## src/rtl/bitw_pkg.sv

```systemverilog
package bitw_pkg;
   localparam logic [4:0] MC_TX_STATUS  = 5'b00010;
   localparam logic [4:0] MC_SELFTEST   = 5'b00011;
   localparam logic [4:0] MC_RESET_RT   = 5'b01000;
   localparam logic [4:0] MC_TX_VECTOR  = 5'b10000;
   localparam logic [4:0] MC_SYNC_DATA  = 5'b10001;
   localparam logic [4:0] MC_TX_LASTCMD = 5'b10010;
   localparam logic [4:0] MC_TX_BITW    = 5'b10011;
   localparam logic [4:0] MC_SEL_SD     = 5'b10100;
   localparam logic [4:0] MC_SEL_SD_OVR = 5'b10101;

   localparam int B_TXTO = 0;
   localparam int B_HS   = 1;
   localparam int B_LOOP = 2;
   localparam int B_TR   = 3;
   localparam int B_ILC  = 4;
   localparam int B_WCL  = 5;
   localparam int B_WCH  = 6;
   localparam int B_BC   = 7;
   localparam int B_SD0  = 8;
   localparam int B_SD1  = 9;
   localparam int B_TFI  = 11;
   localparam int B_TO0  = 12;
   localparam int B_TO1  = 13;

   typedef struct packed {
      logic status_read;
      logic reset_rt;
      logic self_test;
      logic bad_cmd;
      logic bad_tr;
      logic bad_bcast;
   } cmd_class_t;

   function automatic logic is_reserved(input logic [4:0] c);
      return (c >= 5'd9 && c <= 5'd15) || (c >= 5'd22);
   endfunction

   function automatic logic wants_tr(input logic [4:0] c);
      return !(c == MC_SYNC_DATA || c == MC_SEL_SD || c == MC_SEL_SD_OVR);
   endfunction

   function automatic logic sends_data(input logic [4:0] c);
      return c == MC_TX_STATUS || c == MC_TX_VECTOR ||
             c == MC_TX_LASTCMD || c == MC_TX_BITW;
   endfunction
endpackage

```

## src/rtl/bitw_cmd_decode.sv

```systemverilog
module bitw_cmd_decode import bitw_pkg::*; #(
   parameter bit SEL_SD_LEGAL = 1'b0
) (
   input  logic       cmd_mode,
   input  logic [4:0] cmd_code,
   input  logic       cmd_tr,
   input  logic       cmd_bcast,
   input  logic       ss_illegal_n,
   input  logic       ss_allow_rsvd,
   output cmd_class_t cls
);
   logic rsvd, bad_sd, bad_cmd, bad_tr, bad_bcast, ok;

   assign rsvd = is_reserved(cmd_code);

   generate
      if (SEL_SD_LEGAL) begin : g_sd_legal
         assign bad_sd = 1'b0;
      end else begin : g_sd_illegal
         assign bad_sd = cmd_mode & (cmd_code == MC_SEL_SD || cmd_code == MC_SEL_SD_OVR);
      end
   endgenerate

   assign bad_tr    = cmd_mode & ~rsvd & (cmd_tr != wants_tr(cmd_code));
   assign bad_cmd   = ~ss_illegal_n | (cmd_mode & rsvd & ss_allow_rsvd) | bad_sd;
   assign bad_bcast = cmd_bcast & (cmd_mode ? sends_data(cmd_code) : cmd_tr);
   assign ok        = ~(bad_tr | bad_cmd | bad_bcast);

   always_comb begin
      cls             = '0;
      cls.bad_cmd     = bad_cmd;
      cls.bad_tr      = bad_tr;
      cls.bad_bcast   = bad_bcast;
      cls.status_read = ok & cmd_mode & (cmd_code == MC_TX_STATUS ||
                        cmd_code == MC_TX_LASTCMD || cmd_code == MC_TX_BITW);
      cls.reset_rt    = ok & cmd_mode & (cmd_code == MC_RESET_RT);
      cls.self_test   = ok & cmd_mode & (cmd_code == MC_SELFTEST);
   end
endmodule

```

## src/rtl/bitw_selftest_win.sv

```systemverilog
module bitw_selftest_win #(
   parameter int WIN_LO = 660,
   parameter int WIN_HI = 800
) (
   input  logic clk,
   input  logic rst_n,
   input  logic start,
   input  logic trip,
   output logic fail
);
   localparam int ST_W = $clog2(WIN_HI + 1);
   localparam logic [ST_W:0] LO_V = (ST_W+1)'(WIN_LO);
   localparam logic [ST_W:0] HI_V = (ST_W+1)'(WIN_HI);

   logic            active_q;
   logic [ST_W-1:0] cnt_q;
   logic [ST_W:0]   n;

   assign n    = {1'b0, cnt_q} + (ST_W+1)'(1);
   assign fail = active_q & (trip ? (n < LO_V) : (n >= HI_V));

   always_ff @(posedge clk or negedge rst_n) begin
      if (!rst_n) begin
         active_q <= 1'b0;
         cnt_q    <= '0;
      end else if (start) begin
         active_q <= 1'b1;
         cnt_q    <= '0;
      end else if (active_q) begin
         if (trip || n >= HI_V) active_q <= 1'b0;
         else                   cnt_q    <= cnt_q + 1'b1;
      end
   end
endmodule

```

## src/rtl/bitw_word.sv

```systemverilog
module bitw_word import bitw_pkg::*; #(
   parameter int CNT_W        = 6,
   parameter int WIN_LO       = 660,
   parameter int WIN_HI       = 800,
   parameter bit SEL_SD_LEGAL = 1'b0
) (
   input  logic             clk,
   input  logic             rst_n,
   input  logic             cmd_valid,
   input  logic             cmd_mode,
   input  logic [4:0]       cmd_code,
   input  logic             cmd_tr,
   input  logic             cmd_bcast,
   input  logic             ss_illegal_n,
   input  logic             ss_allow_rsvd,
   input  logic             msg_end,
   input  logic [CNT_W-1:0] rx_count,
   input  logic [CNT_W-1:0] exp_count,
   input  logic             tx_timeout,
   input  logic             tx_bus,
   input  logic             hs_fail,
   input  logic             loop_fail,
   input  logic             st_trip,
   input  logic             bus0_off,
   input  logic             bus1_off,
   input  logic             tf_inhibit,
   output logic [15:0]      bit_word,
   output logic             msg_illegal
);
   localparam int WORD_W = 16;
   localparam logic [WORD_W-1:0] EV_MASK = WORD_W'((1 << B_TO1) | (1 << B_TO0) | 16'h00FF);
   localparam logic [WORD_W-1:0] WC_MASK = WORD_W'((1 << B_WCL) | (1 << B_WCH));

   initial begin
      assert (WIN_LO >= 1 && WIN_LO <= WIN_HI) else $error("bitw_word: bad self-test window");
      assert (CNT_W >= 6) else $error("bitw_word: CNT_W must hold 32 words");
   end

   cmd_class_t        cls;
   logic              st_fail, rt_clear, wc_clear, judge;
   logic [WORD_W-1:0] ev_set, kept, nxt, word_q;
   logic              illeg_q;

   bitw_cmd_decode #(.SEL_SD_LEGAL(SEL_SD_LEGAL)) u_dec (
      .cmd_mode     (cmd_mode),
      .cmd_code     (cmd_code),
      .cmd_tr       (cmd_tr),
      .cmd_bcast    (cmd_bcast),
      .ss_illegal_n (ss_illegal_n),
      .ss_allow_rsvd(ss_allow_rsvd),
      .cls          (cls)
   );

   bitw_selftest_win #(.WIN_LO(WIN_LO), .WIN_HI(WIN_HI)) u_win (
      .clk  (clk),
      .rst_n(rst_n),
      .start(cmd_valid & cls.self_test),
      .trip (st_trip),
      .fail (st_fail)
   );

   assign rt_clear = cmd_valid & cls.reset_rt;
   assign judge    = cmd_valid & ~cls.status_read;
   assign wc_clear = judge;

   always_comb begin
      ev_set         = '0;
      ev_set[B_TXTO] = tx_timeout | st_fail;
      ev_set[B_HS]   = hs_fail;
      ev_set[B_LOOP] = loop_fail;
      ev_set[B_TR]   = cmd_valid & cls.bad_tr;
      ev_set[B_ILC]  = cmd_valid & cls.bad_cmd;
      ev_set[B_WCL]  = msg_end & (rx_count < exp_count);
      ev_set[B_WCH]  = msg_end & (rx_count > exp_count);
      ev_set[B_BC]   = cmd_valid & cls.bad_bcast;
      ev_set[B_TO0]  = tx_timeout & ~tx_bus;
      ev_set[B_TO1]  = tx_timeout & tx_bus;
   end

   always_comb begin
      kept = word_q & EV_MASK;
      if (rt_clear)      kept = '0;
      else if (wc_clear) kept = kept & ~WC_MASK;
      nxt        = kept | ev_set;
      nxt[B_SD0] = bus0_off;
      nxt[B_SD1] = bus1_off;
      nxt[B_TFI] = tf_inhibit;
   end

   always_ff @(posedge clk or negedge rst_n) begin
      if (!rst_n) begin
         word_q  <= '0;
         illeg_q <= 1'b0;
      end else begin
         word_q <= nxt;
         if (judge) illeg_q <= cls.bad_cmd | cls.bad_tr | cls.bad_bcast;
      end
   end

   assign bit_word    = word_q;
   assign msg_illegal = illeg_q;
endmodule

```

## config.mk

```make
export PLATFORM = sky130hd
export DESIGN_NAME = bitw_word
export DESIGN_NICKNAME = d
export VERILOG_FILES = /design/src/rtl/bitw_pkg.sv /design/src/rtl/bitw_cmd_decode.sv /design/src/rtl/bitw_selftest_win.sv /design/src/rtl/bitw_word.sv
export SDC_FILE = /design/constraint.sdc
export NUM_CORES = 1
export LEC_CHECK = 0
export BUFFER_PORTS_ARGS = -buffer_cell sky130_fd_sc_hd__buf_2
export CAP_MARGIN = 40
export CORE_AREA = 2 2 56 84
export DETAILED_ROUTE_END_ITERATION = 6
export DIE_AREA = 0 0 58 86
export PLACE_DENSITY = 0.68
export SETUP_SLACK_MARGIN = 0.15
export SLEW_MARGIN = 40
export SYNTH_ARGS = -nofsm -noshare
export SYNTH_HDL_FRONTEND = slang
export SYNTH_HIERARCHICAL = 1
export SYNTH_SLANG_ARGS = --single-unit
```

## constraint.sdc

```tcl
create_clock -name clk -period 2.7 [get_ports clk]
set_input_delay 0.405 -clock clk [delete_from_list [all_inputs] [get_ports clk]]
set_output_delay 0.405 -clock clk [all_outputs]
set_load 0.02 [all_outputs]
```

## Yosys cells after proc, flatten, opt, wreduce, memory -nomap -nowiden

Index checks and enable logic that the tools add are counted.

- Input bits: 34
- Register bits after elaboration: 28
- Logic and storage cells: 80

- Order comparisons: 7
- Bitwise operators: 32
- Multiplexer cells: 10
- Equal/unequal tests: 11
- Reductions and logical operators: 14
- Add/sub/neg operators: 2

Operator list:

| operator | number |
|---|---|
| == test 5 bit, second input constant | 6 |
| 2-to-1 mux 10 bit | 3 |
| AND 1 bit | 21 |
| bitwise OR 16 x 14 -> 16 bit | 1 |
| 2-to-1 mux 14 bit | 1 |
| adder 10 x 1 -> 11 bit, second input constant | 1 |
| >= comparator 11 x 10 -> 1 bit, second input constant | 1 |
| < comparator 11 x 10 -> 1 bit, second input constant | 1 |
| adder 10 x 1 -> 10 bit, second input constant | 1 |
| == test 5 x 2 -> 1 bit, second input constant | 2 |
| logical OR 1 bit | 10 |
| 2-to-1 mux 7 bit | 1 |
| greater-than comparator 6 bit | 1 |
| < comparator 6 bit | 1 |
| == test 5 x 4 -> 1 bit, second input constant | 1 |
| >= comparator 5 x 4 -> 1 bit, second input constant | 1 |
| >= comparator 5 bit, second input constant | 1 |
| <= comparator 5 x 4 -> 1 bit, second input constant | 1 |
| 2-to-1 mux 1 bit | 5 |
| inverter 1 bit | 5 |
| bitwise OR 1 bit | 5 |
| != test 2 x 1 -> 1 bit, second input constant | 1 |
| AND reduction 2 bit | 1 |
| nonzero test 2 bit | 1 |
| other kinds (3) | 3 |

## Logic depth before layout (Yosys ltp)

Gate-level depths: netlist of the first run.

- Depth after elaboration: 17
- Depth in mapped cells: 8

## By module

The synthesis of the first run kept the hierarchy.

Modules (own cells, without submodules):

| module | area each (µm²) | instances | cells each | sequential area each (µm²) |
|---|---|---|---|---|
| bitw_selftest_win | 999.7 | 1 | 112 | 275.3 |
| bitw_word | 649.4 | 1 | 59 | 350.3 |
| bitw_cmd_decode | 185.2 | 1 | 29 | 0.0 |

## Least setup slack after synthesis of the first run

OpenSTA, ideal clock, no wires.

- Path kind: register -> register
- Start: register u_win.cnt_q[0]
- End: register u_win.cnt_q[5]
- Arrival time: 2,087 ps
- Slack: 485 ps
- Data required time: 2,572 ps
- Path buffers: 0
- Stages on the path, launching flop included: 7
- Path through: dfrtp_1 > ha_1 > or3_1 > nor3_1 > o22ai_2 > a2111oi_2 > mux2_1

- Cells in the longest elaborated chain, start to end: 5

RTL lines:

| what | RTL line | source |
|---|---|---|
| start, declared | bitw_selftest_win.sv:16 | `logic [ST_W-1:0] cnt_q;` |
| start signal, assigned | bitw_selftest_win.sv:31 | `else cnt_q <= cnt_q + 1'b1;` |
| adder 10 x 1 -> 11 bit | bitw_selftest_win.sv:19 | `assign n = {1'b0, cnt_q} + (ST_W+1)'(1);` |
| >= comparator 11 x 10 -> 1 bit | bitw_selftest_win.sv:30 | `if (trip \|\| n >= HI_V) active_q <= 1'b0;` |
| logical OR 1 bit | bitw_selftest_win.sv:30 |  |
| != test 2 x 1 -> 1 bit (no line) | - |  |
| AND reduction 2 bit (no line) | - |  |

Parallel ways exist; a longest one is shown, timed or not. The select of a mux whose other input is x is not followed.
A chain may end at the register's enable or synchronous reset.

## Final worst setup path of the first run

- Start: register u_win.cnt_q[0]
- End: register u_win.cnt_q[8]

The elaborated chain is that of the path after synthesis.

==> results of run 1 <==
==> cells in the mapped netlist (all sizes together), types with 2 or more instances <==
cell type | instances | area share
clkbuf | 2 | 0.0041
a22o | 5 | 0.024
buf | 15 | 0.050
a21oi | 9 | 0.027
a2111oi | 3 | 0.021
a31oi | 3 | 0.010
nor3 | 2 | 0.0055
and2 | 3 | 0.010
nand2b | 7 | 0.024
mux2 | 10 | 0.061
nand3 | 5 | 0.016
nor2 | 13 | 0.027
inv | 13 | 0.027
nor4 | 3 | 0.010
or3 | 5 | 0.020
dfrtp | 25 | 0.34
a21o | 2 | 0.0082
o221ai | 2 | 0.019
a41oi | 2 | 0.0096
nand4 | 3 | 0.014
ha | 7 | 0.048
nor2b | 10 | 0.034
o21ai | 10 | 0.029
nand2 | 15 | 0.032
a211oi | 5 | 0.020
==> sequential cells by signal, summed over array words and instances (netlist names) <==
| register | count |
|---|---|
| bit_word | 13 |
| msg_illegal | 1 |
| u_win/active_q | 1 |
| u_win/cnt_q | 10 |
==> routing by layer <==
| layer | wire length (microns) | vias to the layer above | GRT usage | share of wire |
|---|---|---|---|---|
| met4 | 79 | 0 | 0.0719 | 0.020 |
| met5 | 0 | - | 0 | 0 |
| li1 | - | 794 | - | - |
| met1 | 1640 | 754 | 0.198 | 0.41 |
| met2 | 2170 | 37 | 0.309 | 0.55 |
| met3 | 89 | 6 | 0.00603 | 0.022 |
==> area by class of cell <==
type                       count  area [sq um]  area share
sequential                    25           626       0.297
timing repair buffer          48           243       0.115
tap                           46          57.6      0.0273
multi-input combinational    147          1090       0.516
inverter                      13          48.8      0.0232
clock buffer                   4          45.0      0.0214
==> report_power, final <==
group / switching (mW) / internal (mW) / leakage, nW / total (mW)
Clock: 0.109 / 0.105 / 0.0228 / 0.214
Sequential: 0.0154 / 0.390 / 0.290 / 0.405
Combinational: 0.0785 / 0.0572 / 0.599 / 0.136
Total: 0.203 / 0.552 / 0.912 / 0.755
==> kinds of logic after synthesis <==
logic type | count (synthesis)
simple gates | 72
compound gates | 54
buf+inv | 30
flops | 25
mux | 11
fa+ha+maj | 7
other cells | 1
==> metrics by stage <==
stage	power [mW]	worst slack, ps	cells	hold WS, ps	utilization
after floorplan	0.491	485	202	109	-
after global placement	0.546	285	279	423	0.485
after detailed placement	0.549	275	279	430	0.485
after CTS	0.762	252	283	143	0.496
after global routing	0.800	186	283	162	0.501
final	0.755	310	283	117	0.501
==> critical path, delay by kind of cell, from the launching register on <==
kind | cells | cell delay, ps
simple gates | 2 | 610
compound gates | 2 | 540
flops | 1 | 460
mux | 1 | 360
fa+ha+maj | 1 | 310
==> worst min path at each step <==
stage,from,slack [ps],to
global placement,rst_n,420,bit_word[8]$_DFF_PN0_
floorplan,rst_n,110,bit_word[0]$_DFF_PN0_
global route,rst_n,160,bit_word[8]$_DFF_PN0_
CTS,rst_n,140,bit_word[8]$_DFF_PN0_
finish,rst_n,120,bit_word[8]$_DFF_PN0_
detailed placement,rst_n,430,bit_word[8]$_DFF_PN0_
==> results.py, run 1 <==
metrics = {
    "pwr": {
        "pwr_density_cell_nw_per_um2": 358,
        "p_leak_nw": 0.912,
        "worst_ir_drop_vdd_uv": 365,
    },
    "floorplanning": {
        "pin_count": 51,
        "core_area_sq_um": 4210,
        "die_y_microns": 86,
        "rows": 29,
        "fp.dieW_microns": 58,
        "initial_core_util": 0.436,
        "die-area_sq_um": 4990,
    },
    "clock_network": {
        "clk_pin_slew_ps": 80,
        "post-cts-setup-buffers": 0,
        "cts_tree": "yes",
        "clk_path_buf_depth": 2,
        "cts_root_buf": "clkbuf_8",
        "cts_resized": 0,
        "cts_htree_levels": 1,
        "cts.sinks": 25,
        "cts_hold_buf": 0,
        "clk_latency_ps": 260,
        "numCtsBuffers": 3,
    },
    "critical_path": {
        "crit_fanout": 10,
        "endpoint": "u_win/cnt_q[8]$_DFFE_PN0P_",
        "cpMaxStageDelayCell": "dfrtp_1",
        "cp_data_required_time_ps": 2850,
        "rr_endpoint": "u_win/cnt_q[8]$_DFFE_PN0P_",
        "startpoint": "u_win/cnt_q[0]$_DFFE_PN0P_",
        "path_class": "flip-flop to flip-flop",
        "endpoint_kind": "flip-flop",
        "cp-start-kind": "flip-flop",
        "r2r_slack_ps": 310,
        "r2r_cells": 6,
        "cp.arrival_ps": 2540,
        "crit_chain": "ha_1 -> or3_1 -> nor3_2 -> o22ai_4 -> a2111oi_2 -> mux2_1",
        "slowest_delay_ps": 460,
        "reg2reg_from": "u_win/cnt_q[0]$_DFFE_PN0P_",
    },
    "logic_synthesis": {
        "synth_cells": 200,
        "synth_top_flop_cell": "dfrtp_1",
        "syn_area_sq_um": 1830,
        "synth_top_family_by_area": "compound AO/OA/AOI/OAI gates",
        "synth_fa_ha_area_frac": 0.0477,
        "ys_seq_area_frac": 0.341,
        "synth_compound_area_frac": 0.241,
        "synth-simple-area-share": 0.220,
        "synth-seq-cells": 25,
        "avgSynthCellArea_sq_um": 9.17,
        "ys_types": 59,
        "yosysWarnings": 6,
        "synth_async_sr_flop_share": 1.00,
        "synth-xor-area-share": 0,
        "synth_edf_count": 0,
        "synth.mux.area_fraction": 0.0668,
    },
    "detailed_routing": {
        "wire_per_inst_microns": 14.1,
        "num_vias": 1591,
        "dr.pass1.iters": 4,
        "wirelength_microns": 3990,
        "dr.first_iter.drc_count": 35,
        "drc": 0,
        "ant_nets": 0,
        "via_per_inst": 5.62,
    },
    "timing": {
        "fin_skew_ps": 3.60,
        "fmax_mhz": 418,
        "hold_viol": 0,
        "max-slew-margin-rel": 0.566,
        "final-max-slew-violation-count": 0,
        "setup_violations": 0,
        "period_share": 0.885,
        "finalCriticalPeriod_ps": 2390,
        "fin_setup_tns_ps": 0,
        "grt_setup_unrepaired": "false",
        "worst_slew_pin_slew_ps": 651,
    },
    "hold_path": {
        "hp-class": "primary input to async pin",
    },
    "finish": {
        "fillers": 397,
        "area_delta_synth_final_pct": 14.9,
        "antenna_cells": 0,
        "final_common_cell": "buf_2",
        "layout_common_cells": "47 x buf_2, 25 x dfrtp_1, 14 x nand2_1",
        "drive_above_1_share": 0.287,
        "nets": 279,
        "design_area_sq_um": 2110,
    },
    "global_routing": {
        "grt_pass1_vias": 1534,
        "grt_pass1_wl_microns": 6710,
        "grtUsageTotal": 0.168,
        "globalRoute.totalOverflow": 0,
        "grt_max_degree": 26,
        "antenna_found_initial": 0,
    },
    "placed_design": {
        "place_congestion": 0.837,
        "portBuffers": 47,
        "dp_hpwl_microns": 3120,
        "postPlaceCellArea_sq_um": 2040,
    },
    "outcome": {
        "status": "complete, no violations",
    },
    "flow_run": {
        "drv_cap": 0,
    },
}
(Power assumes the default switching activity.)
==> inputs of run 2 (changes only) <==
--- a/config.mk
+++ b/config.mk
@@ -5,12 +5,13 @@
 export SDC_FILE = /design/constraint.sdc
 export NUM_CORES = 1
 export LEC_CHECK = 0
+export ABC_AREA = 1
 export BUFFER_PORTS_ARGS = -buffer_cell sky130_fd_sc_hd__buf_2
 export CAP_MARGIN = 40
-export CORE_AREA = 2 2 56 84
+export CORE_AREA = 2 2 54 81
 export DETAILED_ROUTE_END_ITERATION = 6
-export DIE_AREA = 0 0 58 86
-export PLACE_DENSITY = 0.68
+export DIE_AREA = 0 0 56 83
+export PLACE_DENSITY = 0.7
 export SETUP_SLACK_MARGIN = 0.15
 export SLEW_MARGIN = 40
 export SYNTH_ARGS = -nofsm -noshare
==> results.py, run 2 <==
metrics = {
    "critical_path": {
        "r2r_slack_ps": 740,
        "cp.arrival_ps": 2120,
        "cp_data_required_time_ps": 2860,
        "path_class": "flip-flop to flip-flop",
        "crit_fanout": 11,
        "endpoint_kind": "flip-flop",
        "cp-start-kind": "flip-flop",
    },
    "global_routing": {
        "grt_max_degree": 26,
        "globalRoute.totalOverflow": 0,
        "grt_pass1_vias": 1532,
        "antenna_found_initial": 0,
        "grtUsageTotal": 0.159,
        "grt_pass1_wl_microns": 6180,
    },
    "finish": {
        "final_common_cell": "nand2_1",
        "utilization": 0.505,
        "drive_above_1_share": 0.235,
        "layout_common_cells": "71 x nand2_1, 47 x buf_2, 37 x inv_1",
        "antenna_cells": 0,
        "nets": 327,
        "final_cells": 330,
        "largest_reg_flops": 13,
        "design_area_sq_um": 1980,
        "area_delta_synth_final_pct": 15.9,
    },
    "detailed_routing": {
        "drc": 0,
        "wire_per_inst_microns": 10.5,
        "dr.first_iter.drc_count": 53,
        "ant_nets": 0,
        "num_vias": 1595,
        "dr.pass1.iters": 4,
        "wirelength_microns": 3460,
        "via_per_inst": 4.83,
    },
    "floorplanning": {
        "core_area_sq_um": 3920,
        "die-area_sq_um": 4650,
        "initial_core_util": 0.436,
        "die_y_microns": 83,
        "fp.dieW_microns": 56,
        "rows": 28,
        "pin_count": 51,
    },
    "logic_synthesis": {
        "synth-seq-cells": 25,
        "syn_area_sq_um": 1710,
        "yosysWarnings": 6,
        "synth_area_leaders": "dfrtp_1 37%, nand2_1 16%, inv_1 8.1%",
        "yosysMostFrequentCell": "nand2_1",
        "synth_edf_count": 0,
        "ys_seq_area_frac": 0.366,
        "synth_async_sr_flop_share": 1.00,
        "synth_cells": 242,
        "ys_types": 29,
        "yosys.area.top_type_share": 0.366,
        "yosysTopAreaCell": "dfrtp_1",
        "netlist_top_cells_count": "71 x nand2_1, 37 x inv_1, 25 x dfrtp_1, 23 x nand3_1, 21 x nor2_1",
        "avgSynthCellArea_sq_um": 7.07,
        "synth_top_flop_cell": "dfrtp_1",
    },
    "hold_path": {
        "hp-class": "primary input to async pin",
    },
    "timing": {
        "max-slew-margin-rel": 0.635,
        "final-max-slew-violation-count": 0,
        "postLayoutSetupSlackWorst_ps": 739,
        "holdWs_ps": 112,
        "grt_setup_unrepaired": "false",
        "hold_viol": 0,
        "finalCriticalPeriod_ps": 1960,
        "period_share": 0.726,
        "setup_violations": 0,
        "worst_slew_pin_slew_ps": 547,
        "fin_setup_tns_ps": 0,
        "fin_skew_ps": 5.54,
        "fmax_mhz": 510,
    },
    "placed_design": {
        "place_ws_ps": 493,
        "dpl.cell_count": 326,
        "postPlaceCellArea_sq_um": 1940,
        "place_congestion": 0.904,
        "dp_hpwl_microns": 2820,
        "portBuffers": 47,
    },
    "clock_network": {
        "cts_resized": 0,
        "cts.sinks": 25,
        "clk_pin_slew_ps": 90,
        "post-cts-setup-buffers": 0,
        "clk_latency_ps": 260,
        "clk_path_buf_depth": 2,
        "cts_htree_levels": 1,
        "cts_hold_buf": 0,
        "cts_root_buf": "clkbuf_8",
        "numCtsBuffers": 3,
        "cts_tree": "yes",
    },
    "pwr": {
        "p_leak_nw": 1.10,
        "pwr_density_cell_nw_per_um2": 380,
        "worst_ir_drop_vdd_uv": 204,
        "report.power.total_mw": 0.755,
    },
    "outcome": {
        "status": "complete, no violations",
    },
    "flow_run": {
        "drv_cap": 0,
    },
}
-- run 2: cells by family after synthesis --
kind of cell    synth area share
buf+inv                    0.128
fa+ha+maj                 0.0512
simple gates               0.359
other cells              0.00219
xor+xnor                 0.00512
compound gates            0.0885
flops                      0.366
-- run 2: cell type report --
cell class / instances / area, sq um
clock buffers: 3 / 41.3
fillers: 422 / 1940
multi-input cells: 170 / 873
repair buffers: 47 / 235
well taps: 45 / 56.3
clock inverters: 1 / 5.00
inverters: 39 / 146
flip-flops and latches: 25 / 626
-- run 2: worst paths after layout --
path / startpoint / to / depth (start not counted)
setup / recovery: u_win/cnt_q[0]$_DFFE_PN0P_ / u_win/cnt_q[5]$_DFFE_PN0P_ / 12
hold / removal: rst_n / u_win/cnt_q[3]$_DFFE_PN0P_ / 1
setup reg to reg: u_win/cnt_q[0]$_DFFE_PN0P_ / u_win/cnt_q[5]$_DFFE_PN0P_ / 12
hold reg to reg: bit_word[4]$_DFF_PN0_ / bit_word[4]$_DFF_PN0_ / 2
max in group asynchronous: rst_n / bit_word[12]$_DFF_PN0_ / 1
min in group clk: tf_inhibit / bit_word[11]$_DFF_PN0_ / 1
-- run 2: power breakdown --
part / switching [mW] / internal (mW) / total [mW]
logic: 0.0844 / 0.0539 / 0.138
registers: 0.0108 / 0.390 / 0.401
clock network: 0.112 / 0.103 / 0.215
total: 0.208 / 0.547 / 0.755
-- run 2: per-layer routing --
metal | vias up | GRT usage | part of all wire
li1 | 840 | - | -
met1 | 714 | 0.183 | 0.42
met2 | 39 | 0.293 | 0.53
met3 | 2 | 0.0156 | 0.046
met4 | 0 | 0.0649 | 0.012
met5 | - | 0 | 0
-- run 2: worst max-delay path, stage by stage, from the launching register on --
cell and delay [ps]:
dfrtp_1 420, ha_1 220, nand3_1 190, inv_2 120, nand2_1 50, nand2_1 50, nand2_1 70, nor2_2 120
nand2_1 80, nand3_2 180, nand2_2 190, nand2_1 110, nand2_1 50
==> inputs of run 3 (changes only) <==
--- a/config.mk
+++ b/config.mk
@@ -11,7 +11,7 @@
 export CORE_AREA = 2 2 54 81
 export DETAILED_ROUTE_END_ITERATION = 6
 export DIE_AREA = 0 0 56 83
-export PLACE_DENSITY = 0.7
+export PLACE_DENSITY = 0.73
 export SETUP_SLACK_MARGIN = 0.15
 export SLEW_MARGIN = 40
 export SYNTH_ARGS = -nofsm -noshare
==> constraint.sdc (replaced) <==
create_clock -name clk -period 1.7 [get_ports clk]
set_input_delay 0.255 -clock clk [delete_from_list [all_inputs] [get_ports clk]]
set_output_delay 0.255 -clock clk [all_outputs]
set_load 0.02 [all_outputs]
==> results.py, run 3 (synthesis gave the netlist of run 2 again) <==
metrics = {
    "outcome": {
        "status": "finished, violations left",
        "violations": "setup timing",
    },
    "detailed_routing": {
        "ant_nets": 0,
        "drc": 0,
        "wire_per_inst_microns": 12.2,
        "via_per_inst": 5.03,
        "dr.pass1.iters": 4,
        "num_vias": 1767,
        "dr.first_iter.drc_count": 29,
        "wirelength_microns": 4270,
    },
    "floorplanning": {
        "initial_core_util": 0.436,
        "die-area_sq_um": 4650,
        "core_area_sq_um": 3920,
        "fp.dieW_microns": 56,
        "rows": 28,
        "die_y_microns": 83,
        "pin_count": 51,
    },
    "clock_network": {
        "clk_latency_ps": 270,
        "cts_tree": "yes",
        "cts.sinks": 25,
        "numCtsBuffers": 3,
        "clk_path_buf_depth": 2,
        "cts_htree_levels": 1,
        "cts_root_buf": "clkbuf_8",
        "clk_pin_slew_ps": 80,
    },
    "global_routing": {
        "grtUsageTotal": 0.189,
        "antenna_found_initial": 0,
        "grt_max_degree": 26,
        "grt_pass1_vias": 1749,
        "grt_pass1_wl_microns": 7110,
        "globalRoute.totalOverflow": 0,
    },
    "critical_path": {
        "path_class": "flip-flop to flip-flop",
        "slowest_delay_ps": 430,
        "endpoint_kind": "flip-flop",
        "crit_chain": "ha_4 -> nand3_4 -> nor2_2 -> nand2_1 -> nand2_2 -> nand3_2 -> nand2_2 -> nand3_4 -> buf_12 -> buf_16 -> nand3_2 -> nand2_1",
        "cp-start-kind": "flip-flop",
        "cp_data_required_time_ps": 1870,
        "cp.arrival_ps": 1870,
        "crit_family": "simple AND/OR/NAND/NOR gates",
        "path_buf_inv": 2,
        "crit_fanout": 5,
        "cpMaxStageDelayCell": "dfrtp_2",
    },
    "placed_design": {
        "portBuffers": 47,
        "dpl.cell_count": 338,
        "dp_hpwl_microns": 2990,
        "place_congestion": 0.760,
        "place_ws_ps": -13.5,
    },
    "finish": {
        "final_common_cell": "nand2_1",
        "area_delta_synth_final_pct": 38.5,
        "antenna_cells": 0,
        "utilization": 0.604,
        "drive_above_1_share": 0.373,
        "final_cells": 351,
        "largest_reg_flops": 13,
        "nets": 348,
        "layout_common_cells": "63 x nand2_1, 47 x buf_2, 37 x inv_1",
    },
    "timing": {
        "finalCriticalPeriod_ps": 1700,
        "hold_viol": 0,
        "grt_setup_unrepaired": "true",
        "fmax_mhz": 588,
        "period_share": 1.00,
        "worst_slew_pin_slew_ps": 552,
        "fin_skew_ps": 2.35,
        "postLayoutSetupSlackWorst_ps": -2.03,
        "fin_setup_tns_ps": -2.03,
        "final-max-slew-violation-count": 0,
        "max-slew-margin-rel": 0.632,
        "setup_violations": 1,
    },
    "flow_run": {
        "drv_cap": 0,
    },
    "pwr": {
        "p_leak_nw": 1.26,
        "pwr_density_cell_nw_per_um2": 525,
        "worst_ir_drop_vdd_uv": 368,
    },
    "hold_path": {
        "hp-class": "primary input to flip-flop",
    },
}
==> run 3: cell count changes in the layout (fill, tap and decap cells not counted), sizes merged <==
cell / before / now
buf: 47 / 67
clkbuf: 3 / 4
clkinv: 1 / 0
dlygate4sd3: 0 / 1
==> run 3: final cells by class <==
class / instances / area [sq um]
clock buffer: 4 / 45.0
fill: 343 / 1560
inverter: 39 / 149
multi-input combinational: 170 / 1030
sequential: 25 / 629
tap: 45 / 56.3
timing repair buffer: 68 / 457
==> run 3: layer usage <==
layer	GRT usage	part of all wire
met1	0.189	0.37
met4	0.106	0.027
met5	0	0
met2	0.353	0.56
met3	0.0374	0.042
==> run 3: path summary, 6_finish.rpt <==
check	startpoint	to	slack (ps)	cells past startpoint
worst max-delay path	u_win/cnt_q[1]$_DFFE_PN0P_	u_win/cnt_q[4]$_DFFE_PN0P_	-2	12
worst min-delay path	bus1_off	bit_word[9]$_DFF_PN0_	90	1
worst max register to register	u_win/cnt_q[1]$_DFFE_PN0P_	u_win/cnt_q[4]$_DFFE_PN0P_	-2	12
worst min register to register	bit_word[1]$_DFF_PN0_	bit_word[1]$_DFF_PN0_	480	1
max in group asynchronous	rst_n	u_win/cnt_q[0]$_DFFE_PN0P_	800	2
min in group asynchronous	rst_n	u_win/cnt_q[4]$_DFFE_PN0P_	500	2
==> run 3: repair_timing <==
item | 4_1_cts | 5_1_grt
pin swaps | 12 | 4
endpoints found under the setup margin | 12 | 12
hold endpoints to repair | 25 | 0
setup buffers | 5 | 2
resized for setup | 22 | 16
cloned | 1 | 0
hold buffers | 1 | 0
==> run 3: worst reg2reg max path: stages (launching register included) <==
cell,delay (ps)
dfrtp_2,430
ha_4,170
nand3_4,100
nor2_2,90
nand2_1,70
nand2_2,100
nand3_2,70
nand2_2,90
nand3_4,100
buf_12,140
buf_16,130
nand3_2,50
nand2_1,60
==> run 3: where the power goes <==
group	leakage (nW)	total, mW	internal, mW	switching, mW
clock network	0.0228	0.353	0.168	0.185
logic	0.948	0.250	0.106	0.145
registers	0.289	0.641	0.621	0.0205
==> run 3: metrics by stage <==
stage / hold WS (ps) / area, sq um / power (mW)
detailed placement: 279 / 2050 / 0.884
global placement: 268 / 2050 / 0.879
CTS: 82.1 / 2300 / 1.25
global route: 76.6 / 2370 / 1.32
floorplan: -40.6 / 1730 / 0.787
finish: 85.1 / 2370 / 1.24
